--- src/rtl/gpio_pad_pkg.sv ---
// Package: shared constants and the register address map for the port
// pad controller. Assumes a 2-bit register address.
package gpio_pad_pkg;

    localparam int unsigned PORT_W = 8;
    localparam int unsigned SYNC_STAGES = 2;

    typedef enum logic [1:0] {
        SEL_MODE  = 2'd0,
        SEL_OTYPE = 2'd1,
        SEL_LATCH = 2'd2,
        SEL_PORT  = 2'd3
    } reg_sel_e;

endpackage

--- src/rtl/gpio_cfg_regs.sv ---
// Module: configuration registers of the port (mode, output type, latch).
// Writes land on the clock edge after a strobe; address SEL_PORT holds no
// register, so a write there is dropped. Assumes synchronous active-low reset.
module gpio_cfg_regs
    import gpio_pad_pkg::*;
#(
    parameter int unsigned W = PORT_W
) (
    input  logic         clk,
    input  logic         rst_n,
    input  logic         wr_en,
    input  logic [1:0]   addr,
    input  logic [W-1:0] wdata,
    output logic [W-1:0] mode_q,
    output logic [W-1:0] otype_q,
    output logic [W-1:0] latch_q
);

    // Register update: reset defaults, then decoded writes.
    always_ff @(posedge clk) begin
        if (!rst_n) begin
            mode_q  <= '1;
            otype_q <= '0;
            latch_q <= '1;
        end else if (wr_en) begin
            case (addr)
                SEL_MODE:  mode_q  <= wdata;
                SEL_OTYPE: otype_q <= wdata;
                SEL_LATCH: latch_q <= wdata;
                default:   ;
            endcase
        end
    end

    // a write to mode is visible after the next edge
    a_r9_mode_write: assert property (@(posedge clk) disable iff (!rst_n)
        (wr_en && addr == SEL_MODE) |=> (mode_q == $past(wdata)));

    // a write to latch is visible after the next edge
    a_r9_latch_write: assert property (@(posedge clk) disable iff (!rst_n)
        (wr_en && addr == SEL_LATCH) |=> (latch_q == $past(wdata)));

    // a write to the port address leaves all registers unchanged
    a_r9_port_write_ignored: assert property (@(posedge clk) disable iff (!rst_n)
        (wr_en && addr == SEL_PORT) |=>
            ($stable(mode_q) && $stable(otype_q) && $stable(latch_q)));

endmodule

--- src/rtl/gpio_in_sync.sv ---
// Module: multi-stage synchronizer for asynchronous pad levels.
// Assumes STAGES >= 2. Resets to all ones, the level a pulled-up pad shows.
module gpio_in_sync #(
    parameter int unsigned W      = 8,
    parameter int unsigned STAGES = 2
) (
    input  logic         clk,
    input  logic         rst_n,
    input  logic [W-1:0] async_in,
    output logic [W-1:0] sync_out
);

    logic [W-1:0] stage_q [STAGES];

    // Shift chain: stage 0 samples the pad, later stages follow.
    always_ff @(posedge clk) begin
        if (!rst_n) begin
            for (int s = 0; s < int'(STAGES); s++) stage_q[s] <= '1;
        end else begin
            stage_q[0] <= async_in;
            for (int s = 1; s < int'(STAGES); s++) stage_q[s] <= stage_q[s-1];
        end
    end

    assign sync_out = stage_q[STAGES-1];

endmodule

--- src/rtl/gpio_pin_cell.sv ---
// Module: combinational pad control for one pin. It derives the driver
// enable, drive value, pull-up and read-back bit from the pin settings and
// the two global controls. Assumes the pad level is already synchronized.
module gpio_pin_cell (
    input  logic route_en,
    input  logic pull_dis,
    input  logic is_digital,
    input  logic push_pull,
    input  logic latch_bit,
    input  logic pad_sync,
    output logic oe,
    output logic drv,
    output logic pu,
    output logic rd_bit
);

    logic pu_raw;

    // Pad control: undriven with pull-up until routed, then by mode and type.
    always_comb begin
        oe     = 1'b0;
        drv    = 1'b0;
        pu_raw = 1'b1;
        if (route_en) begin
            if (!is_digital) begin
                pu_raw = 1'b0;
            end else if (push_pull) begin
                oe     = 1'b1;
                drv    = latch_bit;
                pu_raw = 1'b0;
            end else begin
                oe     = ~latch_bit;
                pu_raw = latch_bit;
            end
        end
    end

    // Global pull-up override.
    assign pu = pu_raw & ~pull_dis;

    // Read-back: the receiver is off for analog pins.
    assign rd_bit = is_digital & pad_sync;

endmodule

--- src/rtl/gpio_pad_ctrl.sv ---
// Module: top of the port pad controller. It joins the configuration
// registers, the pad synchronizer and one pin cell per pin, and muxes the
// read data. Assumes pad_in is asynchronous and rst_n is synchronous.
module gpio_pad_ctrl
    import gpio_pad_pkg::*;
#(
    parameter int unsigned W      = PORT_W,
    parameter int unsigned STAGES = SYNC_STAGES
) (
    input  logic         clk,
    input  logic         rst_n,
    input  logic         wr_en,
    input  logic [1:0]   addr,
    input  logic [W-1:0] wdata,
    output logic [W-1:0] rdata,
    input  logic         route_en,
    input  logic         pull_dis,
    input  logic [W-1:0] pad_in,
    output logic [W-1:0] pad_oe,
    output logic [W-1:0] pad_out,
    output logic [W-1:0] pad_pu
);

    logic [W-1:0] mode_q;
    logic [W-1:0] otype_q;
    logic [W-1:0] latch_q;
    logic [W-1:0] pad_sync;
    logic [W-1:0] port_rd;

    gpio_cfg_regs #(.W(W)) u_regs (
        .clk     (clk),
        .rst_n   (rst_n),
        .wr_en   (wr_en),
        .addr    (addr),
        .wdata   (wdata),
        .mode_q  (mode_q),
        .otype_q (otype_q),
        .latch_q (latch_q)
    );

    gpio_in_sync #(.W(W), .STAGES(STAGES)) u_sync (
        .clk      (clk),
        .rst_n    (rst_n),
        .async_in (pad_in),
        .sync_out (pad_sync)
    );

    for (genvar i = 0; i < int'(W); i++) begin : g_pin
        gpio_pin_cell u_cell (
            .route_en   (route_en),
            .pull_dis   (pull_dis),
            .is_digital (mode_q[i]),
            .push_pull  (otype_q[i]),
            .latch_bit  (latch_q[i]),
            .pad_sync   (pad_sync[i]),
            .oe         (pad_oe[i]),
            .drv        (pad_out[i]),
            .pu         (pad_pu[i]),
            .rd_bit     (port_rd[i])
        );

        // routed analog pin neither drives nor pulls up
        a_r3_analog_quiet: assert property (@(posedge clk) disable iff (!rst_n)
            (route_en && !mode_q[i]) |-> (!pad_oe[i] && !pad_pu[i]));

        // pull-up is off while the pin drives low
        a_r6_no_pu_when_low: assert property (@(posedge clk) disable iff (!rst_n)
            (pad_oe[i] && !pad_out[i]) |-> !pad_pu[i]);
    end

    // Read mux: combinational from addr.
    always_comb begin
        case (addr)
            SEL_MODE:  rdata = mode_q;
            SEL_OTYPE: rdata = otype_q;
            SEL_LATCH: rdata = latch_q;
            default:   rdata = port_rd;
        endcase
    end

    // nothing is driven before routing is enabled
    a_r2_hold_hiz: assert property (@(posedge clk) disable iff (!rst_n)
        !route_en |-> (pad_oe == '0));

    // the global disable clears every pull-up
    a_r7_pull_dis: assert property (@(posedge clk) disable iff (!rst_n)
        pull_dis |-> (pad_pu == '0));

    // analog pins read as zero on the port address
    a_r4_analog_reads_zero: assert property (@(posedge clk) disable iff (!rst_n)
        (addr == SEL_PORT) |-> ((rdata & ~mode_q) == '0));

    // the drive value is low on undriven pins
    a_r10_out_quiet: assert property (@(posedge clk) disable iff (!rst_n)
        ((pad_out & ~pad_oe) == '0));

endmodule

--- config.mk ---
export PLATFORM = sky130hd
export DESIGN_NAME = gpio_pad_ctrl
export DESIGN_NICKNAME = d
export VERILOG_FILES = /design/src/rtl/gpio_pad_pkg.sv /design/src/rtl/gpio_cfg_regs.sv /design/src/rtl/gpio_in_sync.sv /design/src/rtl/gpio_pin_cell.sv /design/src/rtl/gpio_pad_ctrl.sv
export SDC_FILE = /design/constraint.sdc
export NUM_CORES = 1
export LEC_CHECK = 0
export BUFFER_PORTS_ARGS = -buffer_cell sky130_fd_sc_hd__clkbuf_2
export CAP_MARGIN = 20
export CORE_MARGIN = 1.5
export CORE_UTILIZATION = 30
export DETAILED_ROUTE_END_ITERATION = 12
export PLACE_DENSITY = 0.61
export SYNTH_ARGS = -nofsm -noshare
export SYNTH_HDL_FRONTEND = slang
export SYNTH_SLANG_ARGS = --single-unit
--- constraint.sdc ---
create_clock -name clk -period 2.3 [get_ports clk]
set_clock_uncertainty 0.05 [all_clocks]
set_input_delay 0.23 -clock clk [delete_from_list [all_inputs] [get_ports clk]]
set_output_delay 0.23 -clock clk [all_outputs]
set_load 0.1 [all_outputs]
==> metrics.md, run 1 <==
| Metric | Value |
|---|---|
| Ports | `55` |
| Syn avg cell area | `9.17 um^2` |
| CP Data Required Time | `2020 ps` |
| Critical path peak fanout | `5` |
| RSZ-0062 raised after global routing | `no` |
| Via count | `1530` |
| Synth Instances | `233` |
| Antenna fix cells | `0` |
| Syn-to-layout area delta | `10.9%` |
| Final setup vio count | `0` |
| Initial core utilization | `31.3%` |
| Synthesized area | `2140 um^2` |
| GR Overflow Total | `0` |
| CTS resizes | `0` |
| DRT Pass-1 Iters | `4` |
| Root Buffer | `clkbuf_8` |
| H-tree depth | `2` |
| Simple-gate share of the synthesized area | `25.1%` |
| Hold Buf Count CTS | `0` |
| Setup TNS | `0 ps` |
| Die area | `7640 um^2` |
| WS Path Type | `reg2out` |
| Synth Area in Adders | `0%` |
| Max Fclk | `0.523 GHz` |
| Worst-path cell chain | `and2_1 -> mux4_2 -> clkbuf_2` |
| I/O Buffers | `54` |
| Row cnt | `30` |
| Relative slew slack | `60.2%` |
| Max incr delay on CP | `470 ps` |
| Power per Cell Area | `679 nW/um^2` |
| Final-report max-slew violation count | `0` |
| Nets | `282` |
| Mux share of post-synthesis cell area | `19.7%` |
| Clock sinks | `40` |
| Number of synthesized register bits | `40` |
| Fin area | `2370 um^2` |
| CP startpoint kind | `register` |
| Sequential fraction of the synthesis area | `37.5%` |
| Final hold vios | `0` |
| Worst-skew pair later-pin latency | `280 ps` |
| Finished Layout Cells | `355` |
| CTS tree | `yes` |
| Max clock buf depth | `2` |
| Worst-Margin Slew | `597 ps` |
| Hold Path Class | `in2reg` |
| Area of the multi-input gates | `1040 um^2` |
| Antenna viol nets, final | `0` |
| Clk slew on worst S/H paths | `70 ps` |
| WL/cell | `12.7 um` |
| Critical-path top delay cell | `mux4_2` |
| Total track usage | `12.7%` |
| Period utilisation layout | `83.1%` |
| Compound-cell area share of the yosys netlist | `3.75%` |
| Layout cells sized above 1 | `27.4%` |
| Reg2reg setup slack | `1560 ps` |
| TritonCTS Buffers | `5` |
| Setup Fix Bufs, Post-CTS | `0` |
| Syn nets | `256` |
| Unique masters post-synth | `18` |
| Detailed placer's ending HPWL | `3.19 mm` |
| Main combinational cell family by area after synthesis | `simple AND/OR/NAND/NOR gates` |
| Drt total wl | `4.52 mm` |
| Die width | `87.4 um` |
| Pleak | `1.02 nW` |
| WP data arrival | `1630 ps` |
| GP Congestion | `0.735` |
| Area of the core | `6830 um^2` |
| Final routed DRC violation total | `0` |
| Post-DP Area | `2290 um^2` |
| Die Y | `87.4 um` |
| Min cycle time layout | `1910 ps` |
| Run status | `complete, no violations` |
| Initial antenna violation count | `0` |
| CP endpoint kind | `output port` |
| Sequential cell area | `801 um^2` |
| First-pass GRT wire length | `7.08 mm` |
| XOR/XNOR share of the synthesized area | `0%` |
| Max-cap violation count | `0` |
| Placed instance count | `348` |
| Peak VDD IR | `186 uV` |
| Vias in the first global route | `1360` |
| Via/cell ratio | `4.31` |
| Yosys warning count | `0` |
| Largest net degree at the start of global routing | `31` |
| Filler cells | `738` |
| Drt initial violations | `56` |
==> synthesized netlist by cell type <==
cell | number | area, um^2
and2_1 | 8 | 50.1
buf_1 | 1 | 3.75
nand2_1 | 32 | 120
nor2_1 | 8 | 30.0
nand3b_1 | 8 | 60.1
clkbuf_1 | 6 | 22.5
buf_2 | 2 | 10.0
and3b_1 | 2 | 17.5
nor2b_1 | 24 | 150
buf_6 | 4 | 45.0
nand2b_1 | 16 | 100
dfxtp_1 | 40 | 801
or3b_1 | 1 | 8.76
buf_4 | 25 | 188
mux2i_1 | 24 | 240
a21oi_1 | 16 | 80.1
inv_1 | 8 | 30.0
mux4_2 | 8 | 180
==> power breakdown <==
| group | internal, W | switching, W |
|---|---|---|
| Clock | 0.000206 | 0.000226 |
| Combinational | 0.000105 | 0.000331 |
| Sequential | 0.000720 | 0.0000206 |
==> worst max-delay path, delay by kind of cell (launching register included) <==
| kind | cells | cell delay (ps) |
|---|---|---|
| buffers and inverters | 1 | 390 |
| muxes | 1 | 470 |
| and+or+nand+nor | 1 | 140 |
| DFF | 1 | 350 |
==> stage by stage <==
step | setup WS, ps | utilization [%] | total power, W | hold slack [ps]
3_3_place_gp | 437 | 33.6 | 0.00119 | 339
4_1_cts | 359 | 34.7 | 0.00164 | 57.5
3_5_place_dp | 451 | 33.6 | 0.00120 | 341
2_1_floorplan | 844 | - | 0.00115 | 281
6_report | 390 | 34.7 | 0.00161 | 69.6
5_1_grt | 322 | 34.7 | 0.00169 | 65.7
==> placed cells by master (no fill, tap or decap), drive strengths merged <==
cell type	n
inv	8
and2	8
nand2	32
nor2b	24
mux2i	24
clkinv	1
clkbuf	60
buf	3
nor2	8
nand2b	16
mux4	8
or3b	1
dfxtp	40
and3b	2
nand3b	8
a21oi	16
==> logic make-up after synthesis <==
group	after synthesis
flops	40
simple gates	99
buf+inv	46
compound gates	16
mux	32
==> state kept, by name, indices dropped and copies added, names as in the netlist <==
register / flops
u_regs.otype_q: 8
u_sync.stage_q: 16
u_regs.mode_q: 8
u_regs.latch_q: 8
==> per-layer routing <==
metal | track usage, % | part of all wire [%] | vias to the layer above
met3 | 4.27 | 3.4 | 2
li1 | - | - | 791
met5 | 0 | 0 | -
met1 | 15.4 | 47 | 706
met2 | 21.3 | 49 | 31
met4 | 3.46 | 0.53 | 0
==> worst paths after layout <==
check / depth (start not counted) / to / start
worst max-delay path: 3 / rdata[3] / u_regs.mode_q[3]
worst min-delay path: 2 / u_sync.stage_q[0][4] / pad_in[4]
worst max register to register: 2 / u_regs.otype_q[1] / u_regs.otype_q[1]
worst min register to register: 1 / u_sync.stage_q[0][14] / u_sync.stage_q[0][6]
==> area by class of cell <==
type,count,share of cell area (%)
clock inverters,1,0.211
clock buffers,6,3.06
flip-flops and latches,40,33.8
repair buffers,57,12.9
multi-input cells,147,43.7
inverters,8,1.27
well taps,96,5.07
No activity file was read; power rests on OpenSTA's default activity.
==> run 2, diff against run 1 <==
--- a/config.mk
+++ b/config.mk
@@ -5,6 +5,7 @@
 export SDC_FILE = /design/constraint.sdc
 export NUM_CORES = 1
 export LEC_CHECK = 0
+export ABC_AREA = 1
 export BUFFER_PORTS_ARGS = -buffer_cell sky130_fd_sc_hd__clkbuf_2
 export CAP_MARGIN = 20
 export CORE_MARGIN = 1.5
==> constraint.sdc (replaced) <==
create_clock -name clk -period 1.9 [get_ports clk]
set_clock_uncertainty 0.05 [all_clocks]
set_input_delay 0.19 -clock clk [delete_from_list [all_inputs] [get_ports clk]]
set_output_delay 0.19 -clock clk [all_outputs]
set_load 0.1 [all_outputs]
==> run 2 against run 1 <==
Net effect:
- global-route usage rose by 0.85 points
- core utilization is 2.3 points higher
- combinational power is 71% higher
==> metrics.md, run 2 <==
| Metric | Value |
|---|---|
| Clock share of power | `30.5%` |
| CP endpoint kind | `output port` |
| Hold Buf Count CTS | `0` |
| Internal power | `0.00150 W` |
| Via count | `1897` |
| Sw Ratio | `37.1%` |
| Max-cap violation count | `0` |
| H-tree depth | `2` |
| I/O Buffers | `54` |
| Number of synthesized register bits | `40` |
| WS Path Type | `reg2out` |
| Unique masters post-synth | `17` |
| Layout cells sized above 1 | `19.8%` |
| Fin area | `2540 um^2` |
| Relative slew slack | `63.7%` |
| Pleak | `1.49 nW` |
| Drt initial violations | `168` |
| Max clock buf depth | `2` |
| Initial core utilization | `31.3%` |
| Yosys warning count | `0` |
| Syn-to-layout area delta | `18.3%` |
| Total track usage | `13.5%` |
| Post-DP Area | `2420 um^2` |
| Clock sinks | `40` |
| Min-Delay Endpoint | `u_sync.stage_q[0][6]` |
| GR Overflow Total | `0` |
| Cell taking the most area after synthesis | `dfxtp_1` |
| First-pass GRT wire length | `8.05 mm` |
| Reg2reg setup slack | `1150 ps` |
| FF-to-FF path depth | `4` |
| Nets | `376` |
| Fin Hold WS | `8.35 ps` |
| Reg power frac | `38.2%` |
| Synth Instances | `328` |
| Max reg flops | `16` |
| Hold Startpoint | `pad_in[6]` |
| GP Congestion | `0.805` |
| Run status | `complete, no violations` |
| Count leader, synth | `nand2_1` |
| Final routed DRC violation total | `0` |
| CTS tree | `yes` |
| Antenna viol nets, final | `0` |
| Min cycle time layout | `1790 ps` |
| Peak VDD IR | `318 uV` |
| Reg-to-Reg End | `u_regs.otype_q[6]` |
| Die area | `7680 um^2` |
| Number of synthesized flops with an enable pin | `0` |
| Commonest non-fill, non-tap cell in the layout | `nand2_1` |
| WL/cell | `10.9 um` |
| Sw Pwr | `0.000882 W` |
| Setup Fix Bufs, Post-CTS | `0` |
| Syn nets | `351` |
| Sequential fraction of the synthesis area | `37.3%` |
| Reg with most FFs | `u_sync.stage_q` |
| Final setup vio count | `0` |
| Post-synth top area share | `37.3%` |
| Critical path peak fanout | `3` |
| Setup TNS | `0 ps` |
| Die Y | `87.6 um` |
| Combinational power share | `31.4%` |
| Power per Cell Area | `935 nW/um^2` |
| Area of the core | `6870 um^2` |
| Most frequent cells in the layout | `106 x nand2_1, 48 x nand3_1, 42 x inv_1` |
| Via/cell ratio | `4.22` |
| Worst-Margin Slew | `546 ps` |
| Final-report max-slew violation count | `0` |
| Ports | `55` |
| Vias in the first global route | `1676` |
| Clk slew on worst S/H paths | `80 ps` |
| Min-Delay Path Depth | `3` |
| Worst-skew pair later-pin latency | `290 ps` |
| Antenna fix cells | `0` |
| FF-to-FF Start | `u_regs.otype_q[6]` |
| Max Fclk | `0.560 GHz` |
| Main area contributors after synthesis | `dfxtp_1 37%, nand2_1 19%, nand3_1 11%` |
| Root Buffer | `clkbuf_8` |
| Synthesized area | `2150 um^2` |
| Drt total wl | `4.89 mm` |
| Row cnt | `30` |
| CTS resizes | `0` |
| Final hold vios | `0` |
| Largest net degree at the start of global routing | `41` |
| RSZ-0062 raised after global routing | `no` |
| Period utilisation layout | `94.0%` |
| TritonCTS Buffers | `5` |
| Post-synth ARST share | `0%` |
| Syn avg cell area | `6.55 um^2` |
| WP data arrival | `1550 ps` |
| Primary FF master, synth | `dfxtp_1` |
| CP Data Required Time | `1660 ps` |
| DRT Pass-1 Iters | `4` |
| Hold Path Class | `in2reg` |
| Detailed placer's ending HPWL | `3.56 mm` |
| Initial antenna violation count | `0` |
| Commonest cells post-synth | `106 x nand2_1, 48 x nand3_1, 42 x inv_1` |
| Die width | `87.6 um` |
| CP startpoint kind | `register` |
## run 2: changes by cell type after synthesis, sizes merged, moves of 16 or more
cell / before / now
nor2: 8 / 35
mux2i: 24 / 0
nand2: 32 / 106
nor2b: 24 / 0
nand2b: 16 / 0
nand3: 0 / 49
inv: 8 / 43
## run 2: area by class of cell
type                    count  area [um^2]
repair buffers             57          433
fillers                   732         4330
inverters                  43          169
well taps                  96          120
clock inverters             2         38.8
multi-input cells         206          898
clock buffers               6         82.6
flip-flops and latches     40          801
## run 2: worst max-delay path: stages, from the launching register on
cell and delay [ps]:
dfxtp_1 380, inv_1 70, nor2_1 110, nand2_1 60, a21oi_1 140, clkbuf_2 480
## run 2: layer usage
| layer | global-route usage (%) | wire, um | vias up | part of all wire (%) |
|---|---|---|---|---|
| met5 | 0 | 0 | - | 0 |
| met4 | 4.76 | 76 | 0 | 1.6 |
| met3 | 3.49 | 309 | 8 | 6.3 |
| met2 | 20.8 | 2250 | 41 | 46 |
| met1 | 18.3 | 2260 | 824 | 46 |
| li1 | - | - | 1024 | - |
## run 2: kinds of logic (layout without fill, tap and decap cells)
| family | count (synthesis) | after routing | synth area share (%) |
|---|---|---|---|
| AO/OA/AOI/OAI | 8 | 8 | 1.86 |
| buffers and inverters | 82 | 108 | 20.9 |
| flip-flops | 40 | 40 | 37.3 |
| AND/OR/NAND/NOR | 198 | 198 | 40.0 |
## run 2: worst max-delay path by stage
stage                                  from   endpoint  slack, ps  cells past startpoint
final                     u_regs.latch_q[0]  pad_pu[0]        110                      5
after global routing      u_regs.latch_q[1]  pad_pu[1]         20                      5
after CTS                 u_regs.latch_q[0]  pad_pu[0]        110                      5
after detailed placement            addr[0]   rdata[5]        360                      8
after global placement              addr[1]   rdata[3]        380                      8
after floorplan                     addr[1]   rdata[2]        300                      8
## run 2: power by group through the flow
stage / combinational (W) / sequential [W] / clock [W]
floorplan: 0.000607 / 0.000919 / 0
global placement: 0.000745 / 0.000926 / 0
detailed placement: 0.000749 / 0.000927 / 0
CTS: 0.000750 / 0.000907 / 0.000742
global route: 0.000796 / 0.000913 / 0.000771
finish: 0.000746 / 0.000907 / 0.000725
## run 2: per-stage QoR
stage          setup slack (ps)  util, %  std cells  total power, W
2_1_floorplan               298        -        328         0.00153
3_3_place_gp                375     35.2        442         0.00167
3_5_place_dp                362     35.2        442         0.00168
4_1_cts                     114     37.0        450         0.00240
5_1_grt                    17.1     37.0        450         0.00248
6_report                    115     37.0        450         0.00238
==> run 3, diff against run 2 <==
--- a/config.mk
+++ b/config.mk
@@ -8,10 +8,9 @@
 export ABC_AREA = 1
 export BUFFER_PORTS_ARGS = -buffer_cell sky130_fd_sc_hd__clkbuf_2
 export CAP_MARGIN = 20
-export CORE_MARGIN = 1.5
 export CORE_UTILIZATION = 30
 export DETAILED_ROUTE_END_ITERATION = 12
-export PLACE_DENSITY = 0.61
+export PLACE_DENSITY_LB_ADDON = 0.25
 export SYNTH_ARGS = -nofsm -noshare
 export SYNTH_HDL_FRONTEND = slang
 export SYNTH_SLANG_ARGS = --single-unit
==> run 3 against run 2 <==
Net effect:
- combinational power hardly changed
- maximum frequency is 2.1% higher
- critical path type unchanged
- non-clock buffer count is 1 higher
- sequential share of layout area stayed put
- sequential cell count stayed put
- first-iteration DRC count is 45% lower
- sequential power hardly changed
- highest routed layer unchanged
- hold slack hardly changed
- global-route usage is 0.84 points higher
- core utilization stayed put
- worst setup slack better by 36 ps
- die area is 2.3% lower
==> metrics.md, run 3 (synthesis gave the netlist of run 2 again) <==
| Metric | Value |
|---|---|
| Run status | `complete, no violations` |
| Peak VDD IR | `371 uV` |
| Filler cells | `750` |
| Largest net degree at the start of global routing | `41` |
| CP Data Required Time | `1660 ps` |
| WL/cell | `10.7 um` |
| Via/cell ratio | `4.20` |
| Die Y | `86.6 um` |
| Nets | `377` |
| Min cycle time layout | `1750 ps` |
| Max Fclk | `0.572 GHz` |
| GP Congestion | `0.787` |
| GR Overflow Total | `0` |
| First-pass GRT wire length | `8.29 mm` |
| Most frequent cells in the layout | `106 x nand2_1, 48 x nand3_1, 42 x inv_1` |
| Setup WS pre-CTS | `215 ps` |
| Critical-path top delay cell | `clkbuf_2` |
| Worst-Margin Slew | `542 ps` |
| Total track usage | `14.4%` |
| Commonest non-fill, non-tap cell in the layout | `nand2_1` |
| Row cnt | `30` |
| Antenna viol nets, final | `0` |
| Area of the multi-input gates | `898 um^2` |
| Area of the core | `6870 um^2` |
| Worst Setup Slack, final | `151 ps` |
| CP startpoint kind | `register` |
| CTS resizes | `0` |
| Top delay family on crit path | `buffers and inverters` |
| Relative slew slack | `64.0%` |
| Sequential cell area | `801 um^2` |
| Reg-to-Reg End | `u_regs.otype_q[2]` |
| Root Buffer | `clkbuf_8` |
| Min-Delay Endpoint | `u_sync.stage_q[0][1]` |
| Max clock buf depth | `2` |
| CTS tree | `yes` |
| Max reg flops | `16` |
| Hold Path Class | `in2reg` |
| Max-cap violation count | `0` |
| Final routed DRC violation total | `0` |
| Die area | `7500 um^2` |
| Power Total | `0.00235 W` |
| Critical path peak fanout | `3` |
| Reg2reg setup slack | `1150 ps` |
| I/O Buffers | `54` |
| Drt initial violations | `93` |
| FF-to-FF path depth | `4` |
| Syn-to-layout area delta | `18.3%` |
| Reg with most FFs | `u_sync.stage_q` |
| Vias in the first global route | `1765` |
| Worst-path cell chain | `inv_1 -> nor2_1 -> nand2_1 -> a21oi_1 -> clkbuf_2` |
| Final-report max-slew violation count | `0` |
| Worst path bufs/invs | `2` |
| Final setup vio count | `0` |
| Initial antenna violation count | `0` |
| Detailed placer's ending HPWL | `3.46 mm` |
| Setup Fix Bufs, Post-CTS | `0` |
| TritonCTS Buffers | `5` |
| Ports | `55` |
| WP data arrival | `1510 ps` |
| RSZ-0062 raised after global routing | `no` |
| Layout cells sized above 1 | `20.0%` |
| Min-Delay Path Depth | `3` |
| Hold Startpoint | `pad_in[1]` |
| Antenna fix cells | `0` |
| Period utilisation layout | `92.1%` |
| Clk slew on worst S/H paths | `80 ps` |
| CP endpoint kind | `output port` |
| Clock sinks | `40` |
| Max incr delay on CP | `470 ps` |
| Via count | `1895` |
| Setup TNS | `0 ps` |
| Hold Buf Count CTS | `0` |
| WS Path Type | `reg2out` |
| Initial core utilization | `31.3%` |
| DRT Pass-1 Iters | `4` |
| Pleak | `1.49 nW` |
| FF-to-FF Start | `u_regs.otype_q[2]` |
| Drt total wl | `4.84 mm` |
| H-tree depth | `2` |
| Die width | `86.6 um` |
| Worst-skew pair later-pin latency | `290 ps` |
| Final hold vios | `0` |
| Power per Cell Area | `923 nW/um^2` |
run 3: cell count changes in the layout (fill, tap and decap cells not counted), sizes merged:
cell and change:
buf +3, clkbuf -3, clkinvlp +1
run 3: final cells by class:
class,count,share of cell area [%]
clock buffer,5,2.71
clock inverter,3,1.67
inverter,43,6.64
multi-input combinational,206,35.3
sequential,40,31.5
tap,96,4.72
timing repair buffer,58,17.4
run 3: where the power goes:
| group | switching, W | internal (W) | total [W] | leakage, nW |
|---|---|---|---|---|
| Sequential | 0.0000263 | 0.000880 | 0.000907 | 0.330 |
| Clock | 0.000303 | 0.000389 | 0.000691 | 0.0541 |
| Combinational | 0.000559 | 0.000188 | 0.000748 | 1.10 |
run 3: through the flow:
stage / cells / utilization (%) / area, um^2 / hold slack [ps]
final: 451 / 37.0 / 2540 / 8.47
after global routing: 451 / 37.0 / 2540 / 12.3
after detailed placement: 443 / 35.4 / 2430 / 313
after global placement: 443 / 35.4 / 2430 / 311
after floorplan: 328 / - / 2150 / 225
after CTS: 451 / 37.0 / 2540 / 2.46
run 3: metal layers:
layer  up-vias  GRT usage, %  share of wire (%)
met5         -             0                  0
met4         0          5.15                1.5
met3         7          3.71                7.0
met2        56          22.9                 44
met1       807          18.7                 47
li1       1025             -                  -
run 3: tightest hold or removal path, cell delays in order:
cell	delay (ps)
clkbuf_2	70
inv_1	30
nand2_1	40
run 3: worst max-delay path by stage:
stage	startpoint	to	slack, ps	cells past startpoint
2_1_floorplan	addr[1]	rdata[2]	300	8
3_3_place_gp	addr[0]	rdata[5]	260	8
3_5_place_dp	addr[0]	rdata[5]	210	8
4_1_cts	u_regs.latch_q[7]	pad_pu[7]	100	5
5_1_grt	u_regs.latch_q[1]	pad_pu[1]	0.7	5
6_report	u_regs.latch_q[1]	pad_pu[1]	150	5
